**src/rtl/trap_pkg.sv**
```systemverilog
package trap_pkg;

  typedef enum logic [1:0] {
    PRIV_U = 2'b00,
    PRIV_S = 2'b01,
    PRIV_M = 2'b11
  } priv_e;

  typedef enum logic [2:0] {
    EV_EXC  = 3'd0,
    EV_INT  = 3'd1,
    EV_MRET = 3'd2,
    EV_SRET = 3'd3,
    EV_URET = 3'd4
  } evkind_e;

  // Status word, MSB first; bit0 is uie.
  typedef struct packed {
    logic       mprv;
    logic [1:0] mpp;
    logic       spp;
    logic       mpie;
    logic       spie;
    logic       upie;
    logic       mie;
    logic       sie;
    logic       uie;
  } stat_t;

  localparam int STAT_W    = $bits(stat_t);
  localparam int NUM_MODES = 3;  // bank index: 0 U, 1 S, 2 M

  function automatic logic [1:0] mode_idx(input logic [1:0] p);
    case (p)
      2'b00:   return 2'd0;
      2'b01:   return 2'd1;
      default: return 2'd2;
    endcase
  endfunction

endpackage

```
**src/rtl/trap_deleg.sv**
```systemverilog
module trap_deleg #(
  parameter int CODE_W = 5,
  parameter int HAS_S  = 1,
  parameter int HAS_U  = 1,
  parameter int HAS_N  = 1,
  localparam int DW    = 1 << CODE_W
) (
  input  logic [2:0]        kind,
  input  logic [CODE_W-1:0] code,
  input  logic [1:0]        int_tgt,
  input  logic [DW-1:0]     medeleg,
  input  logic [DW-1:0]     sedeleg,
  input  logic [1:0]        cur_priv,
  output logic [1:0]        tgt_priv
);
  import trap_pkg::*;

  localparam bit S_ON = (HAS_S != 0);
  localparam bit U_ON = (HAS_U != 0);
  localparam bit N_ON = (HAS_N != 0);

  logic       to_sup;
  logic       to_usr;
  logic [1:0] raw;

  always_comb begin
    to_sup = medeleg[code];
    if (S_ON) to_usr = to_sup & N_ON & sedeleg[code];
    else      to_usr = to_sup & N_ON;

    if (kind == EV_INT)          raw = int_tgt;
    else if (U_ON && to_usr)     raw = PRIV_U;
    else if (S_ON && to_sup)     raw = PRIV_S;
    else                         raw = PRIV_M;

    // never descend below the running privilege
    tgt_priv = (raw < cur_priv) ? cur_priv : raw;
  end

endmodule

```
**src/rtl/trap_status.sv**
```systemverilog
module trap_status #(
  parameter int HAS_U = 1
) (
  input  logic                      clk,
  input  logic                      rst,
  input  logic                      ev_ok,
  input  logic [2:0]                kind,
  input  logic [1:0]                tgt_priv,
  input  logic                      stat_we,
  input  logic [trap_pkg::STAT_W-1:0] stat_wdata,
  output logic [1:0]                priv_q,
  output trap_pkg::stat_t           stat_q
);
  import trap_pkg::*;

  localparam logic [1:0] MPP_IDLE = (HAS_U != 0) ? PRIV_U : PRIV_M;

  stat_t      stat_n;
  logic [1:0] priv_n;
  logic       is_trap;

  assign is_trap = ev_ok && (kind == EV_EXC || kind == EV_INT);

  always_comb begin
    stat_n = stat_q;
    priv_n = priv_q;
    if (ev_ok) begin
      case (kind)
        EV_EXC, EV_INT: begin
          priv_n = tgt_priv;
          case (tgt_priv)
            PRIV_M: begin
              stat_n.mpie = stat_q.mie;
              stat_n.mie  = 1'b0;
              stat_n.mpp  = priv_q;
            end
            PRIV_S: begin
              stat_n.spie = stat_q.sie;
              stat_n.sie  = 1'b0;
              stat_n.spp  = (priv_q == PRIV_S);
            end
            default: begin
              stat_n.upie = stat_q.uie;
              stat_n.uie  = 1'b0;
            end
          endcase
        end
        EV_MRET: begin
          stat_n.mie  = stat_q.mpie;
          stat_n.mpie = 1'b1;
          priv_n      = stat_q.mpp;
          stat_n.mpp  = MPP_IDLE;
          if (stat_q.mpp != PRIV_M) stat_n.mprv = 1'b0;
        end
        EV_SRET: begin
          stat_n.sie  = stat_q.spie;
          stat_n.spie = 1'b1;
          priv_n      = stat_q.spp ? PRIV_S : PRIV_U;
          stat_n.spp  = 1'b0;
          stat_n.mprv = 1'b0;
        end
        EV_URET: begin
          stat_n.uie  = stat_q.upie;
          stat_n.upie = 1'b1;
          priv_n      = PRIV_U;
        end
        default: ;
      endcase
    end else if (stat_we) begin
      stat_n = stat_t'(stat_wdata);
    end
  end

  always_ff @(posedge clk) begin
    if (rst) begin
      priv_q <= PRIV_M;
      stat_q <= '0;
    end else begin
      priv_q <= priv_n;
      stat_q <= stat_n;
    end
  end

  // a trap never lowers the privilege
  assert_never_lower_R3: assert property (@(posedge clk) disable iff (rst)
    is_trap |=> (priv_q >= $past(priv_q)));

  // machine trap stacks the enable and privilege
  assert_m_stack_R4: assert property (@(posedge clk) disable iff (rst)
    (is_trap && tgt_priv == PRIV_M) |=>
      (!stat_q.mie && stat_q.mpie == $past(stat_q.mie) && stat_q.mpp == $past(priv_q)));

  // MRET leaves MPIE set
  assert_mret_mpie_R7: assert property (@(posedge clk) disable iff (rst)
    (ev_ok && kind == EV_MRET) |=> stat_q.mpie);

  // SRET clears SPP and MPRV
  assert_sret_clear_R8: assert property (@(posedge clk) disable iff (rst)
    (ev_ok && kind == EV_SRET) |=> (!stat_q.spp && !stat_q.mprv && stat_q.spie));

  // URET lands in user mode
  assert_uret_user_R9: assert property (@(posedge clk) disable iff (rst)
    (ev_ok && kind == EV_URET) |=> (priv_q == PRIV_U && stat_q.upie));

endmodule

```
**src/rtl/trap_regbank.sv**
```systemverilog
module trap_regbank #(
  parameter int XLEN = 32,
  localparam int NM  = trap_pkg::NUM_MODES
) (
  input  logic                 clk,
  input  logic                 rst,
  input  logic [NM-1:0]        wr_sel,
  input  logic [XLEN-1:0]      cause_in,
  input  logic [XLEN-1:0]      epc_in,
  input  logic [XLEN-1:0]      tval_in,
  output logic [NM-1:0][XLEN-1:0] cause_q,
  output logic [NM-1:0][XLEN-1:0] epc_q,
  output logic [NM-1:0][XLEN-1:0] tval_q
);

  for (genvar m = 0; m < NM; m++) begin : g_mode
    always_ff @(posedge clk) begin
      if (rst) begin
        cause_q[m] <= '0;
        epc_q[m]   <= '0;
        tval_q[m]  <= '0;
      end else if (wr_sel[m]) begin
        cause_q[m] <= cause_in;
        epc_q[m]   <= epc_in;
        tval_q[m]  <= tval_in;
      end
    end

    // the selected bank captures the faulting PC
    assert_epc_capture_R4: assert property (@(posedge clk) disable iff (rst)
      wr_sel[m] |=> (epc_q[m] == $past(epc_in)));

    // an unselected bank holds its value
    assert_bank_hold_R5: assert property (@(posedge clk) disable iff (rst)
      !wr_sel[m] |=> $stable(cause_q[m]));
  end

  // only one bank is written per event
  assert_one_bank_R6: assert property (@(posedge clk) disable iff (rst)
    $onehot0(wr_sel));

endmodule

```
**src/rtl/hart_trap_unit.sv**
```systemverilog
module hart_trap_unit #(
  parameter int XLEN   = 32,
  parameter int CODE_W = 5,
  parameter int HAS_S  = 1,
  parameter int HAS_U  = 1,
  parameter int HAS_N  = 1,
  localparam int DW    = 1 << CODE_W,
  localparam int SW    = trap_pkg::STAT_W
) (
  input  logic              clk,
  input  logic              rst,
  input  logic              evt_valid,
  input  logic [2:0]        evt_kind,
  input  logic [CODE_W-1:0] evt_code,
  input  logic [1:0]        evt_int_tgt,
  input  logic [XLEN-1:0]   evt_pc,
  input  logic              evt_tval_vld,
  input  logic [XLEN-1:0]   evt_tval,
  input  logic [DW-1:0]     medeleg,
  input  logic [DW-1:0]     sedeleg,
  input  logic              stat_we,
  input  logic [SW-1:0]     stat_wdata,
  output logic [1:0]        priv_o,
  output logic [SW-1:0]     stat_o,
  output logic              redirect_o,
  output logic              resv_cancel_o,
  output logic [XLEN-1:0]   mcause_o,
  output logic [XLEN-1:0]   mepc_o,
  output logic [XLEN-1:0]   mtval_o,
  output logic [XLEN-1:0]   scause_o,
  output logic [XLEN-1:0]   sepc_o,
  output logic [XLEN-1:0]   stval_o,
  output logic [XLEN-1:0]   ucause_o,
  output logic [XLEN-1:0]   uepc_o,
  output logic [XLEN-1:0]   utval_o
);
  import trap_pkg::*;

  localparam int NM    = NUM_MODES;
  localparam int PAD_W = XLEN - 1 - CODE_W;

  logic                   ev_ok;
  logic                   is_trap;
  logic [1:0]             tgt_priv;
  logic [1:0]             priv_q;
  stat_t                  stat_q;
  logic [NM-1:0]          wr_sel;
  logic [XLEN-1:0]        cause_in;
  logic [XLEN-1:0]        tval_in;
  logic [NM-1:0][XLEN-1:0] cause_q, epc_q, tval_q;
  logic                   redir_q;
  logic                   cancel_q;

  assign ev_ok   = evt_valid && (evt_kind <= EV_URET);
  assign is_trap = ev_ok && (evt_kind == EV_EXC || evt_kind == EV_INT);

  trap_deleg #(
    .CODE_W(CODE_W), .HAS_S(HAS_S), .HAS_U(HAS_U), .HAS_N(HAS_N)
  ) u_deleg (
    .kind     (evt_kind),
    .code     (evt_code),
    .int_tgt  (evt_int_tgt),
    .medeleg  (medeleg),
    .sedeleg  (sedeleg),
    .cur_priv (priv_q),
    .tgt_priv (tgt_priv)
  );

  trap_status #(.HAS_U(HAS_U)) u_status (
    .clk        (clk),
    .rst        (rst),
    .ev_ok      (ev_ok),
    .kind       (evt_kind),
    .tgt_priv   (tgt_priv),
    .stat_we    (stat_we),
    .stat_wdata (stat_wdata),
    .priv_q     (priv_q),
    .stat_q     (stat_q)
  );

  always_comb begin
    wr_sel = '0;
    if (is_trap) wr_sel[mode_idx(tgt_priv)] = 1'b1;
  end

  assign cause_in = {(evt_kind == EV_INT), {PAD_W{1'b0}}, evt_code};
  assign tval_in  = evt_tval_vld ? evt_tval : '0;

  trap_regbank #(.XLEN(XLEN)) u_bank (
    .clk      (clk),
    .rst      (rst),
    .wr_sel   (wr_sel),
    .cause_in (cause_in),
    .epc_in   (evt_pc),
    .tval_in  (tval_in),
    .cause_q  (cause_q),
    .epc_q    (epc_q),
    .tval_q   (tval_q)
  );

  always_ff @(posedge clk) begin
    if (rst) begin
      redir_q  <= 1'b0;
      cancel_q <= 1'b0;
    end else begin
      redir_q  <= ev_ok;
      cancel_q <= ev_ok;
    end
  end

  assign priv_o        = priv_q;
  assign stat_o        = stat_q;
  assign redirect_o    = redir_q;
  assign resv_cancel_o = cancel_q;
  assign ucause_o      = cause_q[0];
  assign uepc_o        = epc_q[0];
  assign utval_o       = tval_q[0];
  assign scause_o      = cause_q[1];
  assign sepc_o        = epc_q[1];
  assign stval_o       = tval_q[1];
  assign mcause_o      = cause_q[2];
  assign mepc_o        = epc_q[2];
  assign mtval_o       = tval_q[2];

  // every defined event pulses both strobes next cycle
  assert_pulse_on_event_R10: assert property (@(posedge clk) disable iff (rst)
    ev_ok |=> (redirect_o && resv_cancel_o));

  // no event, no pulse
  assert_quiet_no_event_R10: assert property (@(posedge clk) disable iff (rst)
    !ev_ok |=> (!redirect_o && !resv_cancel_o));

  // a lone status write lands verbatim
  assert_stat_write_R12: assert property (@(posedge clk) disable iff (rst)
    (!evt_valid && stat_we) |=> (stat_o == $past(stat_wdata)));

  // interrupt cause carries the MSB
  assert_int_flag_R11: assert property (@(posedge clk) disable iff (rst)
    (is_trap && evt_kind == EV_INT && tgt_priv == PRIV_M) |=> mcause_o[XLEN-1]);

endmodule

```
**config.mk**
```make
export PLATFORM = sky130hd
export DESIGN_NAME = hart_trap_unit
export DESIGN_NICKNAME = d
export VERILOG_FILES = /design/src/rtl/trap_pkg.sv /design/src/rtl/trap_deleg.sv /design/src/rtl/trap_status.sv /design/src/rtl/trap_regbank.sv /design/src/rtl/hart_trap_unit.sv
export SDC_FILE = /design/constraint.sdc
export NUM_CORES = 1
export LEC_CHECK = 0
export CORE_AREA = 2 2 175 177
export CTS_CLUSTER_SIZE = 10
export DETAILED_ROUTE_END_ITERATION = 10
export DIE_AREA = 0 0 177 179
export PLACE_DENSITY = 0.65
export SETUP_SLACK_MARGIN = 0.02
export SLEW_MARGIN = 10
export SYNTH_ARGS = -nofsm -noshare
export SYNTH_HDL_FRONTEND = slang
export SYNTH_SLANG_ARGS = --single-unit
```
**constraint.sdc**
```tcl
create_clock -name clk -period 4.9 [get_ports clk]
set_clock_uncertainty 0.2 [all_clocks]
set_input_delay 0.735 -clock clk [delete_from_list [all_inputs] [get_ports clk]]
set_output_delay 0.735 -clock clk [all_outputs]
set_load 0.01 [all_outputs]
```
==> results.json <==
{
  "finalNetCount": 1618,
  "vdd_drop_max_mv": 0.2344,
  "drc": 0,
  "grt_pass1_wl_um": 47600,
  "rows": 64,
  "finalHoldViolCount": 0,
  "pwr_density_cell_mw_per_mm2": 294.9,
  "worstMarginPinSlew_ns": 1.019,
  "maxSlewHeadroom": 0.3204,
  "ios": 455,
  "highest_layer": "met4",
  "dpl.hpwl_um": 22090,
  "grt_max_degree": 103,
  "hold_class": "reg -> reg",
  "cp.required_ns": 5.15,
  "synthToLayoutAreaGrowth_pct": 46.71,
  "insertion_delay_ns": 0.54,
  "synth_cells": 1133,
  "fin_area_mm2": 0.01401,
  "worst-path-buf-inv": 2,
  "numCtsBuffers": 27,
  "grt_overflow": 0,
  "ys_types": 47,
  "p_clk_frac": 0.428,
  "dieWidth_um": 177,
  "ys.flop_type": "dfxtp_1",
  "rsz0062_at_grt": "no",
  "first_pass_iters": 6,
  "fin_tns_setup_ns": 0,
  "dr_wl_met3_um": 2807,
  "dp_cells": 1830,
  "fin_crit_sh": 0.8307,
  "grt_usage": 0.1905,
  "internal_power_w": 0.003100,
  "ys_ff_latch": 223,
  "worst_path_largest_cell_delay_ns": 0.68,
  "cts_tree": "done",
  "finalSetupViolations": 0,
  "synth-edff-count": 0,
  "critical-path-top-delay-family": "buffers and inverters",
  "swShare": 0.2499,
  "post-cts-setup-buffers": 0,
  "crit_chain": "clkdlybuf4s50_1 -> mux4_2 -> mux2i_1 -> nand3_1 -> and4_1 -> nor2_1 -> ha_1 -> o22ai_1 -> nor2b_1 -> nor2_1 -> o31a_2 -> buf_4 -> o221a_2 -> nor3_1",
  "cts_resized": 0,
  "synth_area_mm2": 0.009553,
  "yosys-top-cells-area": "dfxtp_1, a21oi_1, nand2_1",
  "clock_path_buffers": 3,
  "drv_slew": 0,
  "seqPwrFrac": 0.452,
  "finalCriticalPeriod_ns": 4.070,
  "globalplace.congestion": 0.7960,
  "antenna_cells": 0,
  "drtIter0Drc": 423,
  "status": "finished, final reports clean",
  "placed_area_mm2": 0.01327,
  "synthTopCellsByCount": "nand2_1, dfxtp_1, a21oi_1",
  "synth_top_cell_area_share": 0.4673,
  "ys_seq_area_frac": 0.4673,
  "cp_max_fo": 59,
  "grt_pass1_vias": 8450,
  "synth.largest_area_cell": "dfxtp_1",
  "fillers": 2932,
  "critical_path_class": "in -> reg",
  "avgSynthCellArea_um2": 8.432,
  "switching_power_w": 0.001033,
  "cts_sinks": 223,
  "fp.dieArea_mm2": 0.03168,
  "wl_met2_um": 15630,
  "instances_no_fill": 1868,
  "yosys_warnings": 0,
  "pre_cts_ws_ns": 0.2880,
  "core_area_mm2": 0.03003,
  "ant_nets": 0,
  "wl_met1_um": 12990,
  "drv_cap": 0,
  "start_util": 0.3181,
  "final-seq-area_mm2": 0.004464,
  "synth_most_common_cell": "nand2_1",
  "clk_pin_slew_worst_paths_ns": 0.05,
  "antenna_found_initial": 0,
  "end_kind": "register",
  "multi_input_area_mm2": 0.004317,
  "fmax_mhz": 245.7,
  "timing.critical_path.mode_cell": "nor2_1",
  "p_leak_nw": 4.814,
  "wl_um": 32110,
  "final_util": 0.4667,
  "port_buffers": 376,
  "cts-root-buf": "clkbuf_16",
  "combPwrFrac": 0.120,
  "start_kind": "input port",
  "vias": 8931,
  "htree_levels": 1,
  "worst-endpoint-arrival_ns": 4.32,
  "layout-drive-gt1-share": 0.05435,
  "wl_per_cell_um": 17.19,
  "ys_async_sr_fraction": 0,
  "crit_slowest_cell": "clkdlybuf4s50_1",
  "final.setup.worst_slack_ns": 0.8297,
  "die_h_um": 179,
  "cts-hold-fix-buffers": 0,
  "routed_via_density": 4.781
}
## final timing paths
path | cells past startpoint | endpoint | startpoint | slack [ns]
setup reg to reg | 9 | u_status.stat_q[4] | u_status.priv_q[1] | 2.21
setup / recovery | 14 | u_status.stat_q[4] | evt_code[1] | 0.83
hold reg to reg | 2 | u_bank.epc_q[19] | u_bank.epc_q[19] | 0.25
hold / removal | 2 | u_bank.epc_q[19] | u_bank.epc_q[19] | 0.25
## power by group through the flow
stage	registers [W]	clock network [W]	logic [W]
after CTS	0.00187	0.00181	0.000499
after global placement	0.00191	0	0.000495
after floorplan	0.00192	0	0.000264
final	0.00187	0.00177	0.000497
after detailed placement	0.00191	0	0.000498
after global routing	0.00187	0.00189	0.000537
## tightest hold or removal path: cells and delay by family (launching register included)
kind / cells / cell delay, ns
flip-flops: 1 / 0.30
AO/OA/AOI/OAI: 1 / 0.05
AND/OR/NAND/NOR: 1 / 0.05
## stage by stage
step,hold slack (ns),power [W]
4_1_cts,0.2529,0.004180
3_5_place_dp,0.2453,0.002404
5_1_grt,0.2664,0.004299
6_report,0.2512,0.004133
2_1_floorplan,0.2805,0.002182
3_3_place_gp,0.2411,0.002400
## registers in the layout (all words and copies together), names as in the netlist
name,cells
u_bank.epc_q,96
u_status.stat_q,10
resv_cancel_o,1
u_status.priv_q,2
u_bank.tval_q,96
u_bank.cause_q,18
## cells in the final DEF (no fill, tap or decap), types with 2 or more instances in the layout
cell	synthesis	routed
nand3_1	100	100
conb_1	1	78
clkbuf_1	55	6
mux2_2	3	3
nor2_1	62	62
clkinv_2	0	3
o31a_2	0	2
a22oi_1	3	3
inv_1	7	7
o21a_1	3	3
o21ai_0	5	5
mux4_2	13	13
buf_12	0	5
clkbuf_16	0	27
o22ai_1	4	4
dfxtp_1	223	223
a32oi_1	2	2
a211oi_1	4	4
nand3b_1	2	2
a211o_1	2	2
nor3_1	8	7
ha_1	2	2
nand2_1	228	228
mux2i_1	47	47
nand2b_1	35	35
a21oi_1	180	180
a31oi_1	2	2
clkdlybuf4s50_1	0	374
buf_4	87	14
nor2b_1	5	5
## logic make-up (layout without fill, tap and decap cells)
family,after synthesis,after routing,synth area share
compound gates,215,215,0.1250
fa+ha+maj,2,2,0.002619
buf+inv,178,440,0.1120
flops,223,223,0.4673
mux,64,64,0.08618
other cells,1,78,0.0003926
simple gates,450,450,0.2065
## area by class of cell
cell class | instances | share of cell area
multi-input combinational | 809 | 0.3080
clock inverter | 4 | 0.002500
tap | 396 | 0.03535
clock buffer | 34 | 0.05080
inverter | 7 | 0.001875
sequential | 223 | 0.3185
timing repair buffer | 395 | 0.2829
## routing by layer
layer,GRT usage,up-vias
li1,-,4305
met1,0.2273,4208
met2,0.3332,373
met3,0.05577,45
met4,0.05062,0
met5,0,-
Power figures use the tool's default switching activity.
